## src/rtl/fpx_pkg.sv

```systemverilog
package fpx_pkg;
   localparam int unsigned GRP_W      = 6;
   localparam int unsigned IDX_INEXACT = 0;
   localparam int unsigned IDX_UNDER   = 1;
   localparam int unsigned IDX_OVER    = 2;
   localparam int unsigned IDX_DIVZ    = 3;
   localparam int unsigned IDX_INVALID = 4;
   localparam int unsigned IDX_ERROR   = 5;
   localparam logic [GRP_W-1:0] IMPL_DEFAULT =
      (GRP_W'(1) << IDX_DIVZ) | (GRP_W'(1) << IDX_INVALID);

   typedef enum logic [1:0] {
      RND_NEAREST = 2'd0,
      RND_ZERO    = 2'd1,
      RND_PLUS    = 2'd2,
      RND_MINUS   = 2'd3
   } rnd_mode_e;
endpackage

```

## src/rtl/fpx_cause_unit.sv

```systemverilog
module fpx_cause_unit #(
   parameter int unsigned GRP_W = 6,
   parameter logic [GRP_W-1:0] IMPL_MASK = '0
) (
   input  logic             clk,
   input  logic             rst_n,
   input  logic             sw_wr,
   input  logic [GRP_W-1:0] sw_val,
   input  logic             ins_done,
   input  logic [GRP_W-1:0] ins_exc,
   output logic [GRP_W-1:0] cause_q
);
   logic [GRP_W-1:0] unused_bits;

   for (genvar i = 0; i < GRP_W; i++) begin : g_bit
      if (IMPL_MASK[i]) begin : g_live
         always_ff @(posedge clk or negedge rst_n) begin
            if (!rst_n)        cause_q[i] <= 1'b0;
            else if (sw_wr)    cause_q[i] <= sw_val[i];
            else if (ins_done) cause_q[i] <= ins_exc[i];
         end
         assign unused_bits[i] = 1'b0;
      end else begin : g_tied
         assign cause_q[i]     = 1'b0;
         assign unused_bits[i] = sw_val[i] ^ ins_exc[i];
      end
   end

   AST_CAUSE_HOLD: assert property (@(posedge clk) disable iff (!rst_n)
      (!ins_done && !sw_wr) |=> $stable(cause_q));
endmodule

```

## src/rtl/fpx_sticky_unit.sv

```systemverilog
module fpx_sticky_unit #(
   parameter int unsigned GRP_W = 6,
   parameter logic [GRP_W-1:0] IMPL_MASK = '0
) (
   input  logic             clk,
   input  logic             rst_n,
   input  logic             sw_wr,
   input  logic [GRP_W-1:0] sw_val,
   input  logic             ins_done,
   input  logic [GRP_W-1:0] ins_exc,
   output logic [GRP_W-1:0] flag_q
);
   logic [GRP_W-1:0] unused_bits;

   for (genvar i = 0; i < GRP_W; i++) begin : g_bit
      if (IMPL_MASK[i]) begin : g_live
         always_ff @(posedge clk or negedge rst_n) begin
            if (!rst_n)        flag_q[i] <= 1'b0;
            else if (sw_wr)    flag_q[i] <= sw_val[i];
            else if (ins_done) flag_q[i] <= flag_q[i] | ins_exc[i];
         end
         assign unused_bits[i] = 1'b0;
      end else begin : g_tied
         assign flag_q[i]      = 1'b0;
         assign unused_bits[i] = sw_val[i] ^ ins_exc[i];
      end
   end

   AST_FLAG_MONO: assert property (@(posedge clk) disable iff (!rst_n)
      !sw_wr |=> ((flag_q & $past(flag_q)) == $past(flag_q)));
endmodule

```

## src/rtl/fpx_trap_gen.sv

```systemverilog
module fpx_trap_gen #(
   parameter int unsigned GRP_W = 6,
   parameter logic [GRP_W-1:0] IMPL_MASK = '0
) (
   input  logic             clk,
   input  logic             rst_n,
   input  logic             sw_wr,
   input  logic             ins_done,
   input  logic [GRP_W-1:0] ins_exc,
   input  logic [GRP_W-1:0] enable,
   output logic             trap_req
);
   logic hit;
   assign hit = ins_done & ~sw_wr & (|(ins_exc & enable & IMPL_MASK));

   always_ff @(posedge clk or negedge rst_n) begin
      if (!rst_n) trap_req <= 1'b0;
      else        trap_req <= hit;
   end

   AST_TRAP_AFTER_DONE: assert property (@(posedge clk) disable iff (!rst_n)
      trap_req |-> $past(ins_done));
   AST_TRAP_WRITE_WINS: assert property (@(posedge clk) disable iff (!rst_n)
      trap_req |-> !$past(sw_wr));
endmodule

```

## src/rtl/fpx_status_reg.sv

```systemverilog
module fpx_status_reg #(
   parameter int unsigned DATA_W = 32,
   parameter int unsigned GRP_W  = fpx_pkg::GRP_W,
   parameter int unsigned RND_W  = 2,
   parameter logic [GRP_W-1:0] IMPL_MASK = fpx_pkg::IMPL_DEFAULT,
   parameter logic [RND_W-1:0] RST_RND   = '0
) (
   input  logic              clk,
   input  logic              rst_n,
   input  logic              sw_wr,
   input  logic [DATA_W-1:0] sw_wdata,
   output logic [DATA_W-1:0] rd_data,
   input  logic              ins_done,
   input  logic [GRP_W-1:0]  ins_exc,
   output logic              trap_req
);
   localparam int unsigned DN_POS  = RND_W;
   localparam int unsigned FLG_LSB = DN_POS + 1;
   localparam int unsigned EN_LSB  = FLG_LSB + GRP_W;
   localparam int unsigned CAU_LSB = EN_LSB + GRP_W;
   localparam int unsigned USED_W  = CAU_LSB + GRP_W;

   if (USED_W > DATA_W) begin : g_chk_fit
      $error("fpx_status_reg: fields need %0d bits, word has %0d", USED_W, DATA_W);
   end
   if (RND_W < 1) begin : g_chk_rnd
      $error("fpx_status_reg: RND_W must be at least 1");
   end

   logic [RND_W-1:0] rnd_q;
   logic             dn_q;
   logic [GRP_W-1:0] en_q;
   logic [GRP_W-1:0] cause_q;
   logic [GRP_W-1:0] flag_q;

   always_ff @(posedge clk or negedge rst_n) begin
      if (!rst_n) begin
         rnd_q <= RST_RND;
         dn_q  <= 1'b0;
         en_q  <= '0;
      end else if (sw_wr) begin
         rnd_q <= sw_wdata[RND_W-1:0];
         dn_q  <= sw_wdata[DN_POS];
         en_q  <= sw_wdata[EN_LSB +: GRP_W];
      end
   end

   fpx_cause_unit #(.GRP_W(GRP_W), .IMPL_MASK(IMPL_MASK)) u_cause (
      .clk(clk), .rst_n(rst_n), .sw_wr(sw_wr),
      .sw_val(sw_wdata[CAU_LSB +: GRP_W]),
      .ins_done(ins_done), .ins_exc(ins_exc), .cause_q(cause_q));

   fpx_sticky_unit #(.GRP_W(GRP_W), .IMPL_MASK(IMPL_MASK)) u_sticky (
      .clk(clk), .rst_n(rst_n), .sw_wr(sw_wr),
      .sw_val(sw_wdata[FLG_LSB +: GRP_W]),
      .ins_done(ins_done), .ins_exc(ins_exc), .flag_q(flag_q));

   fpx_trap_gen #(.GRP_W(GRP_W), .IMPL_MASK(IMPL_MASK)) u_trap (
      .clk(clk), .rst_n(rst_n), .sw_wr(sw_wr), .ins_done(ins_done),
      .ins_exc(ins_exc), .enable(en_q), .trap_req(trap_req));

   always_comb begin
      rd_data                    = '0;
      rd_data[RND_W-1:0]         = rnd_q;
      rd_data[DN_POS]            = dn_q;
      rd_data[FLG_LSB +: GRP_W]  = flag_q;
      rd_data[EN_LSB +: GRP_W]   = en_q;
      rd_data[CAU_LSB +: GRP_W]  = cause_q;
   end

   if (USED_W < DATA_W) begin : g_spare
      logic unused_hi;
      assign unused_hi = ^sw_wdata[DATA_W-1:USED_W];
   end

   AST_CTRL_HOLD: assert property (@(posedge clk) disable iff (!rst_n)
      !sw_wr |=> ($stable(rnd_q) && $stable(dn_q) && $stable(en_q)));
   AST_STICKY_KEEP: assert property (@(posedge clk) disable iff (!rst_n)
      (ins_done && !sw_wr) |=> ((rd_data[FLG_LSB +: GRP_W] & $past(flag_q)) == $past(flag_q)));
   AST_CAUSE_MATCH: assert property (@(posedge clk) disable iff (!rst_n)
      (ins_done && !sw_wr) |=> (rd_data[CAU_LSB +: GRP_W] == ($past(ins_exc) & IMPL_MASK)));
endmodule

```

## config.mk

```make
export PLATFORM = sky130hd
export DESIGN_NAME = fpx_status_reg
export DESIGN_NICKNAME = d
export VERILOG_FILES = /design/src/rtl/fpx_pkg.sv /design/src/rtl/fpx_cause_unit.sv /design/src/rtl/fpx_sticky_unit.sv /design/src/rtl/fpx_trap_gen.sv /design/src/rtl/fpx_status_reg.sv
export SDC_FILE = /design/constraint.sdc
export NUM_CORES = 1
export LEC_CHECK = 0
export ABC_AREA = 0
export BUFFER_PORTS_ARGS = -buffer_cell sky130_fd_sc_hd__buf_2
export CAP_MARGIN = 20
export CORE_UTILIZATION = 34
export DETAILED_ROUTE_END_ITERATION = 16
export GPL_TIMING_DRIVEN = 0
export PLACE_DENSITY = 0.78
export SLEW_MARGIN = 20
export SYNTH_ARGS = -nofsm -noshare
export SYNTH_HDL_FRONTEND = slang
export SYNTH_SLANG_ARGS = --single-unit
```

## constraint.sdc

```tcl
create_clock -name clk -period 0.9 [get_ports clk]
set_input_delay 0.135 -clock clk [delete_from_list [all_inputs] [get_ports clk]]
set_output_delay 0.135 -clock clk [all_outputs]
set_load 0.03 [all_outputs]
```

==> metrics.yaml <==
sta:
  fin_ws_ps: -68.1
  min_period_over_period_pct: 108
  finalSetupTns_ps: -761
  finalSetupViolCount: 16
  finalHoldViolCount: 0
  skew_ps: 0.0617
  fin_crit_ps: 968
  rsz0062_at_grt: "true"
  max_freq_mhz: 1030
  finalMaxSlewViolations: 0
placement:
  pre_cts_slack_ps: 85.5
  gp_congestion: 0.599
  dp_hpwl_um: 995
  dp.cells: 136
  dpl_cell_area_um2: 972
  port_buffers: 31
finish:
  areaGrowthSynthToFinish_pct: 62.6
  drive_gt1_share_pct: 60.8
  final_nets: 163
  n_fill_cell: 174
  diodes: 0
  final_core_util_pct: 59.3
  final_area_um2: 1160
  instances_no_fill: 147
pwr:
  pwr-share-comb_pct: 35.6
  p_clk_share_pct: 24.1
  pwr_density_cell_nw_per_um2: 1560
  peakVddDrop_mv: 0.696
  p_leak_uw: 0.000631
  p_sw_share_pct: 31.9
  sequentialPowerShare_pct: 40.4
  intPower_uw: 1240
  p_sw_uw: 579
worst_setup_path:
  crit_type: "flop to output port"
  r2r_end: "u_trap.trap_req$_DFF_PN0_"
  regToRegSetupSlack_ps: -30
  crit_chain: "buf_6"
  rr_startpoint: "en_q[3]$_DFFE_PN0P_"
  critPathTopFamily: "flip-flops"
  required_ps: 760
  worst-path-buf-inv: 1
  slowest_delay_ps: 410
  crit_fanout: 2
  cp-end-kind: "output port"
  cp.arrival_ps: 830
  slowest_stage: "dfrtp_1"
  reg2reg_depth: 3
  worst_setup_path_start_kind: "flop"
synth:
  synthCells: 60
  synth_cell_types: 13
  netlist.area_leader.share_pct: 49.0
  synthTopCellsByArea: "dfrtp_1 (49%), buf_4 (21%), mux2_2 (13%)"
  yosysTopAreaCell: "dfrtp_1"
  yosys_warnings: 0
  yosysSeqAreaShare_pct: 49.0
  syn-mean-instance-area_um2: 11.9
  syn_area_um2: 716
  synth-seq-cells: 14
detailed_routing:
  dr.pass1.iters: 3
  finalWirelength_um: 1550
  via_count: 572
  viasPerCell: 3.89
  first_iter_violations: 5
  ant_nets: 0
  post_drt_wl_per_cell_um: 10.6
  drc: 0
grt:
  overflow: 0
  grt_pass1_vias: 499
  grt_usage_pct: 12.1
  grt_pass1_wl_um: 1870
  antenna_found_initial: 0
  gr-usage-met1_pct: 10.3
  grt_use_met3_pct: 2.26
  grt_max_degree: 15
  grt_util_met2_pct: 25.1
  top_usage_layer: "met2"
die:
  dieArea_um2: 2290
  coreArea_um2: 1960
  fp.dieH_um: 47.9
  ios: 75
  rows: 16
  die_w_um: 47.9
  start_util_pct: 36.5
cts:
  path_clk_slew_ps: 80
  cts-buffers-inserted: 3
  clk_path_buf_depth: 2
  tritoncts: "done"
  h-tree-depth: 1
  cts_root_buf: "clkbuf_4"
  clk_latency_ps: 270
  numClockSinks: 14
run_status:
  status: "complete, but fails checks"
  violations: "negative setup slack"
hold_path:
  hold_start: "sw_wdata[19]"
  min_to: "u_cause.cause_q[4]$_DFFE_PN0P_"
  hp-class: "input pin to flop"
  min_path_cells: 3
job:
  cap_violations: 0
[cell families after synthesis]
| logic type | count (synthesis) | synth area share, % |
|---|---|---|
| buf+inv | 22 | 24.6 |
| compound gates | 7 | 5.25 |
| simple gates | 5 | 3.15 |
| flops | 14 | 49.0 |
| mux | 11 | 17.5 |
| other cells | 1 | 0.524 |
[timing repair]
action | 4_1_cts | 5_1_grt
cloned | 0 | 0
buffers inserted | 4 | 3
hold buffers | 1 | 0
setup endpoints to repair | 14 | 19
resized for setup | 28 | 4
pin swaps | 0 | 1
hold endpoints to repair | 14 | 0
[final cells by class]
class                           instances  area [um2]  area share, %
Sequential cell                        14         350           30.1
Timing Repair Buffer                   39         313           26.9
Multi-Input combinational cell         42         262           22.5
Buffer                                 21         169           14.5
Clock buffer                            4        36.3           3.12
Tap cell                               27        33.8           2.90
[worst max path at each step]
stage	cells after the start	startpoint	slack (ps)	to
floorplan	1	en_q[3]$_DFFE_PN0P_	7	en_q[3]$_DFFE_PN0P_
global placement	3	sw_wr	90	rnd_q[1]$_DFFE_PN0P_
detailed placement	3	sw_wr	90	rnd_q[1]$_DFFE_PN0P_
CTS	1	rnd_q[0]$_DFFE_PN0P_	-70	rd_data[0]
global route	1	en_q[3]$_DFFE_PN0P_	-110	rd_data[12]
finish	1	en_q[3]$_DFFE_PN0P_	-70	rd_data[12]
[placed cells by master, fill, tap and decap left out, drive strengths merged]
| cell type | Yosys | final |
|---|---|---|
| buf | 22 | 59 |
| conb | 1 | 19 |
| dfrtp | 14 | 14 |
| mux2 | 9 | 9 |
| nand2 | 4 | 4 |
| o21ai | 4 | 4 |
| clkbuf | 0 | 4 |
| mux2i | 2 | 2 |
| a21oi | 2 | 2 |
| a22oi | 1 | 1 |
| nor3b | 1 | 1 |
| dlygate4sd3 | 0 | 1 |
[state kept, by name, indices dropped and copies added (netlist names)]
register	flops
rnd_q	2
u_cause.cause_q	2
en_q	6
u_trap.trap_req	1
dn_q	1
u_sticky.flag_q	2
[per-stage QoR]
stage | hold WS (ps) | power (uW)
after floorplan | -161 | 1120
after global placement | 45.1 | 1240
after detailed placement | 46.3 | 1240
after CTS | 63.2 | 1800
after global routing | 82.3 | 1910
final | 75.9 | 1820
[Yosys cell counts]
cell,n
buf_8,1
a22oi_1,1
nand2_1,4
mux2i_1,2
mux2_4,1
mux2_2,8
a21oi_1,2
o21ai_0,4
dfrtp_1,14
buf_6,1
buf_4,20
nor3b_1,1
conb_1,1
[per-layer routing]
metal / part of all wire [%] / routed length, um
met2: 58 / 905
met4: 0 / 0
met5: 0 / 0
met3: 7.1 / 110
met1: 35 / 536
[worst reg2reg max path, delay by kind of cell, from the launching register on]
family / cells / cell delay (ps)
flip-flops: 1 / 410
AO/OA/AOI/OAI: 1 / 180
buffers and inverters: 1 / 150
AND/OR/NAND/NOR: 1 / 80
[power by group through the flow]
stage | Combinational, uW | Sequential (uW) | Clock (uW)
2_1_floorplan | 272 | 843 | 0
3_3_place_gp | 509 | 728 | 0
3_5_place_dp | 514 | 731 | 0
4_1_cts | 609 | 730 | 460
5_1_grt | 685 | 741 | 486
6_report | 646 | 734 | 437
Note: power is estimated with default switching activity, not from simulation.
